`config.mk`:
```
export PLATFORM = sky130hd
export DESIGN_NAME = mzone_filter
export DESIGN_NICKNAME = d
export VERILOG_FILES = /design/src/rtl/mzone_pkg.sv /design/src/rtl/mzone_bound.sv /design/src/rtl/mzone_judge.sv /design/src/rtl/mzone_filter.sv
export SDC_FILE = /design/constraint.sdc
export NUM_CORES = 1
export LEC_CHECK = 0
export ABC_AREA = 1
export BUFFER_PORTS_ARGS = -buffer_cell sky130_fd_sc_hd__buf_2
export CAP_MARGIN = 40
export CORE_AREA = 2 2 99 82
export CTS_CLUSTER_DIAMETER = 30
export DETAILED_ROUTE_END_ITERATION = 10
export DIE_AREA = 0 0 101 84
export PLACE_DENSITY_LB_ADDON = 0.12
export SYNTH_ARGS = -nofsm -noshare
export SYNTH_HDL_FRONTEND = slang
export SYNTH_SLANG_ARGS = --single-unit
```
`constraint.sdc`:
```
create_clock -name clk -period 4.61 [get_ports clk]
set_clock_uncertainty 0.2 [all_clocks]
set_input_delay 0 -clock clk [delete_from_list [all_inputs] [get_ports clk]]
set_output_delay 0 -clock clk [all_outputs]
set_load 0.03 [all_outputs]
```
`src/rtl/mzone_pkg.sv`:
```
`timescale 1ns/1ps
// Shared constants for the memory zone filter.
// Assumes byte addressing and a fixed 4 KiB page.
package mzone_pkg;
    localparam int PAGE_SHIFT = 12;
endpackage

```
`src/rtl/mzone_bound.sv`:
```
`timescale 1ns/1ps
// Computes the secure limit and the top of one zone from its boundary count.
// Assumes the zone fits below 2**ADDR_W; the result is one bit wider.
module mzone_bound
    import mzone_pkg::*;
#(
    parameter int ADDR_W = 32,
    parameter int CNT_W = 10,
    parameter logic [ADDR_W-1:0] BASE = '0,
    parameter int PAGES = 32
) (
    input  logic [CNT_W-1:0] cnt,
    output logic [ADDR_W:0]  lim,
    output logic [ADDR_W:0]  top
);
    localparam int EW = CNT_W + 1;
    localparam logic [EW-1:0] PAGES_V = EW'(PAGES);
    localparam logic [ADDR_W:0] BASE_X = {1'b0, BASE};
    localparam logic [ADDR_W:0] TOP_X = BASE_X + ((ADDR_W+1)'(PAGES) << PAGE_SHIFT);

    logic [EW-1:0] eff;

    // Clamp the count to the zone size and scale pages to bytes.
    always_comb begin
        eff = ({1'b0, cnt} > PAGES_V) ? PAGES_V : {1'b0, cnt};
        lim = BASE_X + ((ADDR_W+1)'(eff) << PAGE_SHIFT);
        top = TOP_X;
    end
endmodule

```
`src/rtl/mzone_judge.sv`:
```
`timescale 1ns/1ps
// Decides whether one access is allowed by one zone.
// Assumes first/last are byte addresses with last >= first.
module mzone_judge #(
    parameter int ADDR_W = 32,
    parameter logic [ADDR_W-1:0] BASE = '0
) (
    input  logic [ADDR_W:0] first,
    input  logic [ADDR_W:0] last,
    input  logic            sec,
    input  logic [ADDR_W:0] lim,
    input  logic [ADDR_W:0] top,
    output logic            hit,
    output logic            grant
);
    localparam logic [ADDR_W:0] BASE_X = {1'b0, BASE};

    // Start in zone; whole access in zone; non-secure must clear the limit.
    always_comb begin
        hit   = (first >= BASE_X) && (first < top);
        grant = hit && (last < top) && (sec || (first >= lim));
    end
endmodule

```
`src/rtl/mzone_filter.sv`:
```
`timescale 1ns/1ps
// Top of the secure memory zone filter: one verdict per request, one cycle late.
// Assumes zones do not overlap and sit below the top of the address space.
module mzone_filter #(
    parameter int ADDR_W = 32,
    parameter int LEN_W = 16,
    parameter int CNT_W = 10,
    parameter int NUM_ZONES = 2,
    parameter logic [NUM_ZONES*ADDR_W-1:0] ZONE_BASE = {32'h1000_0000, 32'h0000_0000},
    parameter logic [NUM_ZONES*16-1:0]     ZONE_PAGES = {16'd64, 16'd32}
) (
    input  logic                       clk,
    input  logic                       rst_n,
    input  logic [NUM_ZONES*CNT_W-1:0] bnd_pages,
    input  logic                       req_vld,
    input  logic [ADDR_W-1:0]          req_addr,
    input  logic [LEN_W-1:0]           req_len,
    input  logic                       req_sec,
    input  logic                       req_wr,
    output logic                       rsp_vld,
    output logic                       rsp_grant,
    output logic                       viol_pulse,
    output logic [ADDR_W-1:0]          fault_addr,
    output logic                       fault_wr
);
    localparam int XW = ADDR_W + 1;

    logic [XW-1:0]          first, last;
    logic [LEN_W-1:0]       len_m1;
    logic [NUM_ZONES-1:0]   z_grant, z_hit;
    logic [XW-1:0]          z_lim [NUM_ZONES];
    logic [XW-1:0]          z_top [NUM_ZONES];
    logic                   verdict;

    // Form the inclusive byte range; a zero length counts as one byte.
    always_comb begin
        len_m1 = (req_len == '0) ? '0 : req_len - 1'b1;
        first  = {1'b0, req_addr};
        last   = first + XW'(len_m1);
    end

    for (genvar z = 0; z < NUM_ZONES; z++) begin : g_zone
        mzone_bound #(
            .ADDR_W(ADDR_W), .CNT_W(CNT_W),
            .BASE(ZONE_BASE[z*ADDR_W +: ADDR_W]),
            .PAGES(int'(ZONE_PAGES[z*16 +: 16]))
        ) u_bound (
            .cnt(bnd_pages[z*CNT_W +: CNT_W]),
            .lim(z_lim[z]),
            .top(z_top[z])
        );

        mzone_judge #(
            .ADDR_W(ADDR_W),
            .BASE(ZONE_BASE[z*ADDR_W +: ADDR_W])
        ) u_judge (
            .first(first), .last(last), .sec(req_sec),
            .lim(z_lim[z]), .top(z_top[z]),
            .hit(z_hit[z]), .grant(z_grant[z])
        );

        // the clamped limit never leaves its zone.
        a_r3_lim_in_zone: assert property (@(posedge clk) disable iff (!rst_n)
            (z_lim[z] <= z_top[z]) && (z_lim[z] >= {1'b0, ZONE_BASE[z*ADDR_W +: ADDR_W]}));
        // a zone can only grant an access that starts inside it.
        a_r2_grant_needs_hit: assert property (@(posedge clk) disable iff (!rst_n)
            z_grant[z] |-> z_hit[z]);
    end

    // Zones do not overlap, so at most one can grant.
    always_comb verdict = |z_grant;

    // Register the verdict and the violation pulse.
    always_ff @(posedge clk) begin
        if (!rst_n) begin
            rsp_vld    <= 1'b0;
            rsp_grant  <= 1'b0;
            viol_pulse <= 1'b0;
        end else begin
            rsp_vld    <= req_vld;
            rsp_grant  <= req_vld && verdict;
            viol_pulse <= req_vld && !verdict;
        end
    end

    // Capture address and direction of each refused request.
    always_ff @(posedge clk) begin
        if (!rst_n) begin
            fault_addr <= '0;
            fault_wr   <= 1'b0;
        end else if (req_vld && !verdict) begin
            fault_addr <= req_addr;
            fault_wr   <= req_wr;
        end
    end

    // a response follows every request and nothing else.
    a_r1_rsp_follows_req: assert property (@(posedge clk) disable iff (!rst_n)
        req_vld |=> rsp_vld);
    a_r1_no_spurious_rsp: assert property (@(posedge clk) disable iff (!rst_n)
        !req_vld |=> !rsp_vld);
    // a pulse only accompanies a denied response.
    a_r8_pulse_on_deny: assert property (@(posedge clk) disable iff (!rst_n)
        viol_pulse |-> (rsp_vld && !rsp_grant));
    // the fault record moves only with a pulse.
    a_r8_fault_hold: assert property (@(posedge clk) disable iff (!rst_n)
        !viol_pulse |-> ($stable(fault_addr) && $stable(fault_wr)));
    a_r8_fault_value: assert property (@(posedge clk) disable iff (!rst_n)
        viol_pulse |-> (fault_addr == $past(req_addr)));
endmodule

```
# [Yosys cells after proc, flatten, opt, wreduce, memory -nomap -nowiden]
# Index checks and enable logic that the tools add are counted.
# W data, S select, Z words.
[totals] reg_bits=36 inputBits=73 elab_cells=34
[classes] n_addsub=3 magnitude_cmp=10 n_mux=3 n_reduce_logical=13
[op_table] cell="$add A32 B16 Y33" n=1
[op_table] cell="$lt A33 B18 Y1 const B" n=1
[op_table] cell="$lt A33 B29 Y1 const B" n=1
[op_table] cell="$ge A32 B1 Y1 const B" n=1
[op_table] cell="$ge A32 B22 Y1" n=1
[op_table] cell="$ge A32 B29 Y1 const B" n=1
[op_table] cell="$ge A32 B30 Y1" n=1
[op_table] cell="$lt A32 B18 Y1 const B" n=1
[op_table] cell="$lt A32 B29 Y1 const B" n=1
[op_table] cell="$add A29 B23 Y30 const A" n=1
[op_table] cell="$mux W10" n=2
[op_table] cell="$logic_not A16 Y1" n=1
[op_table] cell="$mux W16" n=1
[op_table] cell="$sub A16 B1 Y16 const B" n=1
[op_table] cell="$gt A10 B6 Y1 const B" n=1
[op_table] cell="$gt A10 B7 Y1 const B" n=1
[op_table] cell="$logic_and A1 B1 Y1" n=8
[op_table] cell="$logic_or A1 B1 Y1" n=2
[op_table] cell="$reduce_or A2 Y1" n=1
[op_table] cell="$logic_not A1 Y1" n=1

# [Logic depth before layout (Yosys ltp)]
[depth] ltp_word=9 mapped_depth=28

# [By module]
# A second synthesis with hierarchy kept.
[unflattened] cells_unflattened=1584 area_unflattened_um2=9673.0
[modules_own_cells] module="mzone_filter" instances=1 cells_per_inst=568 area_each_um2=3308.2 seq_area_each_um2=720.7
[modules_own_cells] module="mzone_judge at g_zone[0].u_judge" instances=1 cells_per_inst=429 area_each_um2=2658.8 seq_area_each_um2=0.0
[modules_own_cells] module="mzone_judge at g_zone[1].u_judge" instances=1 cells_per_inst=422 area_each_um2=2617.5 seq_area_each_um2=0.0
[modules_own_cells] module="mzone_bound at g_zone[1].u_bound" instances=1 cells_per_inst=82 area_each_um2=545.5 seq_area_each_um2=0.0
[modules_own_cells] module="mzone_bound at g_zone[0].u_bound" instances=1 cells_per_inst=83 area_each_um2=543.0 seq_area_each_um2=0.0

# [Least setup slack after synthesis]
# OpenSTA, ideal clock, no wires.
[synth_path] kind="input port to flip-flop" from="input port req_len[4]" to="register fault_addr[7]" arrival_time_ps=3175 t_required_ps=4296 setup_slack_ps=1121 path_stages=26 path_cell_list="nor4_1 -> nand2_1 -> nor3_1 -> inv_1 -> nor2_1 -> nand2_1 -> nor3_1 -> and3b_1 -> xnor2_1 -> nor2_1 -> ha_1 -> nand2_1 -> nor2_1 -> nand2_1 -> nor2_2 -> nand3_2 -> nand3_4 -> nand2_1 -> o21ai_0 -> nand3_1 -> nor2_2 -> nand3_2 -> buf_6 -> buf_6 -> a21oi_2 -> nor2_1"
[synth_between] elab_chain_len=9
[synth_lines] item="start: declaration" line_no="mzone_filter.sv:17" text="input logic [LEN_W-1:0] req_len,"
[synth_lines] item="$sub A16 B1 Y16 / $logic_not A16 Y1 (equally long branches)" line_no="mzone_filter.sv:37" text="len_m1 = (req_len == '0) ? '0 : req_len - 1'b1;"
[synth_lines] item="$mux W16 *" line_no="mzone_filter.sv:37"
[synth_lines] item="$add A32 B16 Y33 *" line_no="mzone_filter.sv:39" text="last = first + XW'(len_m1);"
[synth_lines] item="$lt A33 B18 Y1 / $lt A33 B29 Y1 (equally long branches)" line_no="mzone_judge.sv:21" text="grant = hit && (last < top) && (sec || (first >= lim));"
[synth_lines] item="$logic_and A1 B1 Y1 (2 in a row)" line_no="mzone_judge.sv:21"
[synth_lines] item="$reduce_or A2 Y1 *" line_no="mzone_filter.sv:71" text="always_comb verdict = |z_grant;"
[synth_lines] item="$logic_not A1 Y1 *" line_no="mzone_filter.sv:91" text="end else if (req_vld && !verdict) begin"
[synth_lines] item="$logic_and A1 B1 Y1 *" line_no="mzone_filter.sv:91"
[synth_lines] item="end signal: assignment" line_no="mzone_filter.sv:92" text="fault_addr <= req_addr;"
[synth_lines] item="end: declaration" line_no="mzone_filter.sv:23" text="output logic [ADDR_W-1:0] fault_addr,"
# Every way passes the cells marked *; elsewhere a longest branch is shown, timed or not.
# A chain may end at the register's enable or synchronous reset.

# [Worst setup path after layout]
[layout_path] from="input port req_len[4]" to="register fault_addr[29]"
# The elaborated chain is that of the path after synthesis.

==> impl_metrics.toml <==
[synthesis]
dominantRegCellSynth = "dfxtp_1"
synth-xor-area-share_pct = 1.95
ys_seq_area_share_pct = 20.1
async_flop_share_pct = 0
synth-simple-area-share_pct = 41.5
syn_area_per_cell_sq_um = 6.15
ys_warn_count = 0
synth_area_leader_cell = "dfxtp_1"
synth_edf_count = 0
syn_inst = 584
post_synth_fa_ha_maj_area_fraction_pct = 12.5
synth.area.mux_share_pct = 0
synth.top_cells.by_area = "dfxtp_1, nand2_1, ha_1, nor2_1, nand3_1"
synth_top_family_by_area = "simple AND/OR/NAND/NOR gates"
synth_compound_gate_area_share_pct = 14.0
netlist_area_sq_mm = 0.00359
yosysUniqueCellTypes = 40
synth_top_area_share_pct = 20.1
ys_seq_elements = 36

[route]
post-route-drc-count = 0
ant_nets = 0
vias_per_cell = 5.17
first_iter_violations = 219
routedWlPerCell_microns = 12.5
via_count = 4189
drt_wl_total_microns = 10100
first_pass_iters = 4

[setup_path]
crit_arrival_ps = 3930
cp.required_ps = 4630
crit_start = "req_len[4]"
end_kind = "flip-flop"
regToRegSetupSlack_ps = 3800
cp_max_fo = 56
start_kind = "primary input"
critPathKind = "in -> reg"
r2r-start = "fault_addr[11]"

[cts]
cts_root_buf = "clkbuf_8"
clockBufferDepth = 2
clkLatencyLatePin_ps = 280
clock_sinks = 36
post_cts_buffers = 0
cts.htree.levels = 2
cts_tree = "done"
clkTransAtPathRegs_ps = 70
numCtsBuffers = 5

[cells_and_area]
antennaDiodeCount = 0
syn_to_final_growth_pct = 27.6
drive_above_1_share_pct = 20.8
final_cell_mix = "nand2_1, buf_2, nor2_1, inv_1, nand3_1"
final_nets = 826
stdcell_area_sq_mm = 0.00458
finalNonFillerCells = 811
mostFrequentLayoutCell = "nand2_1"

[power]
p_total_w = 0.000914
peakVddDrop_uv = 180
power_density_mw_per_mm2 = 199
p_leak_nw = 2.38

[sta]
hold_viol_final = 0
fin_ws_ps = 697
fmax_mhz = 256
max_slew_margin_pct = 51.3
fin_setup_tns_ps = 0
fin_crit_ps = 3910
slew_viol_final = 0
finalSetupViolCount = 0
min_period_over_period_pct = 84.9
rsz0062_at_grt = "no"
worst_slew_pin_slew_ps = 730

[global_route]
gr-total-overflow = 0
grt_pass1_wl_microns = 17000
grt_max_degree = 68
grt_usage_pct = 24.4
grt_pass1_vias = 3932
antenna_found_initial = 0

[worst_hold_path]
hold_path.class = "in -> reg"
min-delay-start = "rst_n"

[place]
placedCellCount = 775
pre_cts_ws_ps = 289
dp_hpwl_microns = 7940
placed_cell_area_sq_mm = 0.00420
place_congestion = 0.966
io_buffer_count = 108

[die]
rows = 29
dieHeight_microns = 84
die_w_microns = 101
ioPinCount = 109
start_util_pct = 47.1
dieArea_sq_mm = 0.00848
coreArea_sq_mm = 0.00762

[run_status]
status = "completed"

[job]
cap_viol_max_count = 0
-- sequential cells by signal (all words and copies together), names as in the netlist --
register and count:
fault_addr 32, viol_pulse 1, rsp_grant 1, rsp_vld 1, fault_wr 1
-- synthesized netlist by cell type (all sizes together) (2+ instances only) --
library cell	instances
and2	3
clkbuf	7
nor4	11
xor2	2
a21oi	60
dfxtp	36
buf	11
nor2	89
inv	68
nand2	139
xnor2	6
o21ai	13
a211oi	2
nand3	62
ha	36
nor3	13
nand4	13
-- cell families after synthesis --
group | Yosys count
other | 1
flip-flops | 36
adder cells (fa/ha/maj) | 36
AO/OA/AOI/OAI | 82
buffers and inverters | 87
AND/OR/NAND/NOR | 334
XOR/XNOR | 8
-- worst max-delay path, stage by stage --
cell and delay [ps]:
buf_2 120, nor4_1 270, nand2_1 120, nor3_1 250
inv_1 90, nor2_1 110, nand2_1 110, nor3_2 200
and3b_1 220, xnor2_1 120, nor2_1 60, ha_1 310
nand2_1 90, nor2_1 150, nand2_1 100, nor2_2 100
nand3_2 90, nand3_4 140, nand2_1 90, o21ai_0 160
nand3_1 110, nor2_2 100, nand3_2 250, buf_12 300
nand3_1 120, nand2_1 70, nor2_1 100
-- per-layer routing --
metal  GRT usage [%]  wire (microns)  vias to the layer above
met5               0               0                        -
met4            3.32              78                        0
met3            3.27             536                       10
met2            42.2            4620                      105
met1            32.9            4870                     1881
li1                -               -                     2193
-- cell type report --
cell class	count	area, sq um
multi-input combinational	467	2540
inverter	69	259
sequential	36	721
fill	767	3040
clock inverter	1	7.51
timing repair buffer	138	848
clock buffer	7	86.3
tap	93	116
-- per-stage QoR --
step	hold WS [ps]	util, %
floorplan	19.9	-
global placement	135	55.2
detailed placement	143	55.2
CTS	8.35	60.1
global route	36.9	60.1
finish	29.1	60.1
-- path summary, 6_finish.rpt --
| path | end | cells after the start |
|---|---|---|
| max | fault_addr[29] | 27 |
| min | fault_addr[30] | 3 |
| max reg2reg | fault_addr[11] | 2 |
| min reg2reg | fault_addr[20] | 2 |
-- power by group --
group          leakage, nW  total [W]  switching [W]  internal [W]
registers            0.299   0.000344      0.0000126      0.000332
clock network       0.0445   0.000235       0.000113      0.000122
logic                 2.04   0.000335       0.000205      0.000130
total                 2.38   0.000914       0.000330      0.000584
-- what timing repair did --
action                                 4_1_cts  5_1_grt
gates resized for setup                      0        1
setup endpoints to repair                    0        8
hold buffers                                28        0
endpoints found under the hold margin       28        0
Power figures use the tool's default switching activity.
